[src/rtl/swoc_pkg.sv]
package swoc_pkg;

  // Levels of the two input pins carried together through the synchronizer.
  typedef struct packed {
    logic lvl_clk;
    logic lvl_data;
  } pin_pair_t;

  // Bits needed to hold a count from 0 to n inclusive.
  function automatic int unsigned count_width(input int unsigned n);
    return $clog2(n + 1);
  endfunction

endpackage

[src/rtl/swoc_sync.sv]
module swoc_sync #(
  parameter int unsigned WIDTH  = 2,
  parameter int unsigned STAGES = 2
) (
  input  logic             clk,
  input  logic             rst,
  input  logic [WIDTH-1:0] d_async,
  output logic [WIDTH-1:0] q_sync
);

  logic [WIDTH-1:0] stg [STAGES];

  for (genvar s = 0; s < STAGES; s++) begin : g_stage
    if (s == 0) begin : g_first
      always_ff @(posedge clk) begin
        if (rst) stg[s] <= '0;
        else     stg[s] <= d_async;
      end
    end else begin : g_next
      always_ff @(posedge clk) begin
        if (rst) stg[s] <= '0;
        else     stg[s] <= stg[s-1];
      end
    end
  end

  assign q_sync = stg[STAGES-1];

endmodule

[src/rtl/swoc_edge.sv]
module swoc_edge (
  input  logic clk,
  input  logic rst,
  input  logic sclk_s,
  input  logic sdata_s,
  output logic rise_o,
  output logic bit_o
);

  logic sclk_q;

  always_ff @(posedge clk) begin
    if (rst) sclk_q <= 1'b0;
    else     sclk_q <= sclk_s;
  end

  // Rising edge seen on the synchronized serial clock; data sampled in the same cycle.
  assign rise_o = sclk_s & ~sclk_q;
  assign bit_o  = sdata_s;

endmodule

[src/rtl/swoc_window.sv]
module swoc_window #(
  parameter int unsigned WIN_LEN = 16,
  parameter int unsigned CNT_W   = 5
) (
  input  logic               clk,
  input  logic               rst,
  input  logic               shift_en,
  input  logic               bit_in,
  output logic [WIN_LEN-1:0] win_o,
  output logic [CNT_W-1:0]   cnt_o,
  output logic               evict_o,
  output logic               upd_o
);

  logic [WIN_LEN-1:0] win_q;
  logic [CNT_W-1:0]   cnt_q;
  logic               upd_q;

  // Incremental count: plus the entering bit, minus the leaving bit.
  function automatic logic [CNT_W-1:0] step_count(input logic [CNT_W-1:0] c,
                                                   input logic in_b,
                                                   input logic out_b);
    case ({in_b, out_b})
      2'b10:   return c + 1'b1;
      2'b01:   return c - 1'b1;
      default: return c;
    endcase
  endfunction

  assign evict_o = win_q[WIN_LEN-1];

  always_ff @(posedge clk) begin
    if (rst) begin
      win_q <= '0;
      cnt_q <= '0;
      upd_q <= 1'b0;
    end else begin
      upd_q <= shift_en;
      if (shift_en) begin
        win_q <= {win_q[WIN_LEN-2:0], bit_in};
        cnt_q <= step_count(cnt_q, bit_in, evict_o);
      end
    end
  end

  assign win_o = win_q;
  assign cnt_o = cnt_q;
  assign upd_o = upd_q;

  assert_reset_R1: assert property (@(posedge clk)
    rst |=> (win_q == '0 && cnt_q == '0 && !upd_q));

  assert_hold_R2: assert property (@(posedge clk) disable iff (rst)
    !shift_en |=> ($stable(win_q) && $stable(cnt_q)));

  assert_shift_R3: assert property (@(posedge clk) disable iff (rst)
    shift_en |=> (win_q[WIN_LEN-1:1] == $past(win_q[WIN_LEN-2:0]) && win_q[0] == $past(bit_in)));

  assert_popcount_R4: assert property (@(posedge clk) disable iff (rst)
    cnt_q == CNT_W'($countones(win_q)));

  assert_no_overflow_R4: assert property (@(posedge clk) disable iff (rst)
    cnt_q <= CNT_W'(WIN_LEN));

  assert_step_R5: assert property (@(posedge clk) disable iff (rst)
    shift_en |=> (cnt_q == $past(cnt_q) + CNT_W'($past(bit_in)) - CNT_W'($past(evict_o))));

endmodule

[src/rtl/sliding_ones_counter.sv]
module sliding_ones_counter import swoc_pkg::*; #(
  parameter int unsigned WIN_LEN     = 16,
  parameter int unsigned SYNC_STAGES = 2,
  localparam int unsigned CNT_W      = count_width(WIN_LEN)
) (
  input  logic               clk,
  input  logic               rst,
  input  logic               ser_clk_pin,
  input  logic               ser_data_pin,
  output logic [WIN_LEN-1:0] window_o,
  output logic [CNT_W-1:0]   ones_o,
  output logic               valid_o
);

  pin_pair_t pins_raw;
  pin_pair_t pins_sync;
  logic      capture_evt;
  logic      captured_bit;
  logic      evicted_bit;

  assign pins_raw.lvl_clk  = ser_clk_pin;
  assign pins_raw.lvl_data = ser_data_pin;

  swoc_sync #(
    .WIDTH (($bits(pin_pair_t))),
    .STAGES(SYNC_STAGES)
  ) u_sync (
    .clk    (clk),
    .rst    (rst),
    .d_async(pins_raw),
    .q_sync (pins_sync)
  );

  swoc_edge u_edge (
    .clk    (clk),
    .rst    (rst),
    .sclk_s (pins_sync.lvl_clk),
    .sdata_s(pins_sync.lvl_data),
    .rise_o (capture_evt),
    .bit_o  (captured_bit)
  );

  swoc_window #(
    .WIN_LEN(WIN_LEN),
    .CNT_W  (CNT_W)
  ) u_window (
    .clk     (clk),
    .rst     (rst),
    .shift_en(capture_evt),
    .bit_in  (captured_bit),
    .win_o   (window_o),
    .cnt_o   (ones_o),
    .evict_o (evicted_bit),
    .upd_o   (valid_o)
  );

  assert_strobe_R6: assert property (@(posedge clk) disable iff (rst)
    capture_evt |=> (valid_o && !capture_evt));

  assert_one_cycle_R6: assert property (@(posedge clk) disable iff (rst)
    valid_o |=> !valid_o);

  assert_evict_value_R7: assert property (@(posedge clk) disable iff (rst)
    (capture_evt && evicted_bit) |=> (ones_o == $past(ones_o) + CNT_W'($past(captured_bit)) - 1'b1));

endmodule

[config.mk]
export PLATFORM = sky130hd
export DESIGN_NAME = sliding_ones_counter
export DESIGN_NICKNAME = d
export VERILOG_FILES = /design/src/rtl/swoc_pkg.sv /design/src/rtl/swoc_sync.sv /design/src/rtl/swoc_edge.sv /design/src/rtl/swoc_window.sv /design/src/rtl/sliding_ones_counter.sv
export SDC_FILE = /design/constraint.sdc
export NUM_CORES = 1
export LEC_CHECK = 0
export BUFFER_PORTS_ARGS = -buffer_cell sky130_fd_sc_hd__buf_2
export CORE_MARGIN = 2
export CORE_UTILIZATION = 55
export CTS_BUF_LIST = sky130_fd_sc_hd__clkbuf_16
export DETAILED_ROUTE_END_ITERATION = 8
export PLACE_DENSITY_LB_ADDON = 0.12
export SLEW_MARGIN = 20
export SYNTH_ARGS = -nofsm -noshare
export SYNTH_HDL_FRONTEND = slang
export SYNTH_HIERARCHICAL = 1
export SYNTH_SLANG_ARGS = --single-unit
export TNS_END_PERCENT = 50
[constraint.sdc]
create_clock -name clk -period 6.5 [get_ports clk]
set_clock_uncertainty 0.15 [all_clocks]
set_input_delay 0.65 -clock clk [delete_from_list [all_inputs] [get_ports clk]]
set_output_delay 0.65 -clock clk [all_outputs]
set_load 0.1 [all_outputs]
==> out/results.tsv <==
metric	value	unit
drtPass1Iterations	4	
hold_end	u_sync/stg[1][1]	
hpwl	1260	um
antenna_found_initial	0	
placed_cell_area	1235	um2
post-synth-top-area-fraction	0.4779	
grt-ovfl-total	0	
cp_cell_sequence	inv_1, ha_1, xor2_1, ha_1, o21ai_0, a21oi_1, or4_1, a21oi_1	
crit_type	reg2reg	
cp_num_buf_inv	1	
cts.reportedPaths.clkPinSlew	0.06	ns
power.switching	0.06205	mW
worstPathRequired	6.54	ns
cts_sinks	27	
layout_setup_ws	4.326	ns
irDropWorstVdd	0.1711	mV
fin_crit_sh	0.3344	
grt_pass1_wl	3139	um
p_int	0.2537	mW
multiInputGateArea	528.0	um2
r2r_slack	4.33	ns
cp_max_fo	8	
cts.path.max_buffers	2	
synth_compound_area_frac	0.06416	
rsz0062_at_grt	false	
max_freq	460.0	MHz
ctsResizeCount	0	
syn2layout_area_growth	16.15	%
htreeDepth	1	
ff_latch_area	540.5	um2
synthAdderAreaFrac	0.04425	
setup_viol	0	
leakagePower	0.5796	nW
min_period	2.174	ns
track_usage	0.1670	
final_max_slew_viol_count	0	
synth_area_leaders	dfxtp_1, mux2i_1, nor2_1	
drive_above_1_share	0.2385	
ctsRootBufferMaster	clkbuf_16	
core	1942	um2
n_antenna_cell	0	
critPathTopFamily	adder cells	
postLayoutCellArea	1314	um2
min_from	u_sync/stg[0][1]	
maxCapViolations	0	
cp_data_arrival_time	2.21	ns
power_density	240.3	nW/um2
place_congestion	0.8014	
portBuffers	25	
cp-start-kind	flip-flop	
rows	16	
yosys.area_share.simple	0.1770	
max_stage_delay	0.46	ns
holdBufCountCts	0	
yosys-mux-area-fraction	0.1504	
worstRegToRegCells	8	
synth_top_cell_by_area	dfxtp_1	
clockPowerShare	0.429	
postCtsSetupBuffers	0	
pre_cts_slack	4.337	ns
cp-end-kind	flip-flop	
synth_cells	109	
p_seq_frac	0.531	
insertion_delay	0.26	ns
grt_max_degree	30	
grt_pass1_vias	761	
r2r-start	u_sync/stg[1][0]	
synth_seq_area_share	0.4779	
fillers	154	
synth-seq-cells	27	
syn_area	1131	um2
yosys_warnings	6	
cts_tree	yes	
num_io_pins	26	
final_nets	139	
syn_nets	117	
die_area	2435	um2
swShare	0.1965	
start_util	0.5825	
viasPerCell	5.185	
crit_path_top_delay_cell	or4_1	
numCtsBuffers	3	
tns	0	ns
rr_endpoint	u_window/cnt_o[4]	
syn_area_per_cell	10.38	um2
via_count	814	
final_hold_viol_count	0	
synth-xor-area-share	0.03097	
fp.dieW	49.35	um
ant_nets	0	
die_h	49.35	um
holdPathStages	1	
synth_cell_types	27	
hold_class	reg2reg	
max-slew-margin-rel	0.5691	
wl_per_cell	12.18	um
totalWireLength	1912	um
power_frac_comb	0.040	
tightestPinTransition	0.6449	ns
drc_errors	0	
drt_iter0_drc	6	
status	finished, final reports clean	
synth_top_family_by_area	simple AND/OR/NAND/NOR gates	
==> worst max path at each step <==
stage                                  from                end  cells after the start
final                      u_sync/stg[1][0]  u_window/cnt_o[4]                      8
after global routing       u_sync/stg[1][0]  u_window/cnt_o[4]                      8
after CTS                  u_sync/stg[1][0]  u_window/cnt_o[4]                      8
after detailed placement   u_sync/stg[1][0]  u_window/cnt_o[4]                      8
after global placement     u_sync/stg[1][0]  u_window/cnt_o[4]                      8
after floorplan           u_window/cnt_o[1]  u_window/cnt_o[4]                      6
==> synthesized netlist by cell type <==
library cell  number
dfxtp_1           27
nor2_1            19
mux2i_1           17
a21oi_1            5
nor2b_1            5
ha_1               4
xor2_1             4
o21ai_0            3
buf_2              2
buf_4              2
buf_6              2
clkbuf_1           2
inv_1              2
nor2b_4            2
a311oi_1           1
nand2_1            1
nand2b_1           1
nand2b_4           1
nand3b_1           1
nand4b_1           1
nand4bb_1          1
nor3_1             1
o211ai_1           1
o311ai_0           1
o31ai_1            1
or3_1              1
or4_1              1
==> logic make-up after synthesis <==
| logic type | count (synthesis) |
|---|---|
| buffers and inverters | 10 |
| xor gates and xnor gates | 4 |
| DFF | 27 |
| muxes | 17 |
| and+or+nand+nor | 35 |
| AOI/OAI and AO/OA | 12 |
| adders and majority gates | 4 |
==> flip-flops by register name, summed over array words and instances, names as in the netlist <==
name,cells
u_edge/sclk_q,1
u_sync/stg,4
u_window/cnt_o,5
u_window/upd_o,1
u_window/win_o,16
==> layout by cell type, fill, tap and decap left out <==
master	synthesis	layout
nor2b_1	5	5
nor3_1	1	1
o31ai_1	1	1
ha_1	4	4
nand4bb_1	1	1
o211ai_1	1	1
o21ai_0	3	3
nand2b_4	1	1
nand3b_1	1	1
nand4b_1	1	1
dfxtp_1	27	27
or3_1	1	1
a21oi_1	5	5
buf_2	2	25
nor2b_4	2	2
mux2i_1	17	17
o311ai_0	1	1
inv_1	2	3
nand2b_1	1	1
or4_1	1	1
xor2_1	4	4
nor2_1	19	19
nand2_1	1	1
a311oi_1	1	1
clkbuf_16	0	3
==> routing by layer <==
metal | routed length (um) | vias to the layer above | track usage
met5 | 0 | - | 0
met4 | 31 | 0 | 0.09048
met3 | 86 | 4 | 0.03067
met2 | 874 | 25 | 0.2748
met1 | 918 | 377 | 0.2050
li1 | - | 408 | -
==> cell type report <==
class	count	share of cell area
inverters	2	0.005714
flip-flops and latches	27	0.4114
clock inverters	1	0.002857
repair buffers	25	0.09524
well taps	27	0.02571
clock buffers	3	0.05714
multi-input cells	72	0.4019
==> metrics by stage <==
step           utilization  hold WS, ns  power (mW)  cells
2_1_floorplan            -       0.2638      0.1822    109
3_3_place_gp        0.6360       0.2669      0.1838    153
3_5_place_dp        0.6360       0.2745      0.1841    153
4_1_cts             0.6765       0.2898      0.3187    157
5_1_grt             0.6765       0.3100      0.3252    157
6_report            0.6765       0.2874      0.3157    157
==> power groups by stage <==
stage	clock network [mW]	registers, mW	logic (mW)
5_1_grt	0.144	0.168	0.0136
4_1_cts	0.138	0.168	0.0127
3_5_place_dp	0	0.171	0.0126
3_3_place_gp	0	0.171	0.0124
2_1_floorplan	0	0.174	0.00839
6_report	0.135	0.168	0.0126
Power figures use the tool's default switching activity.
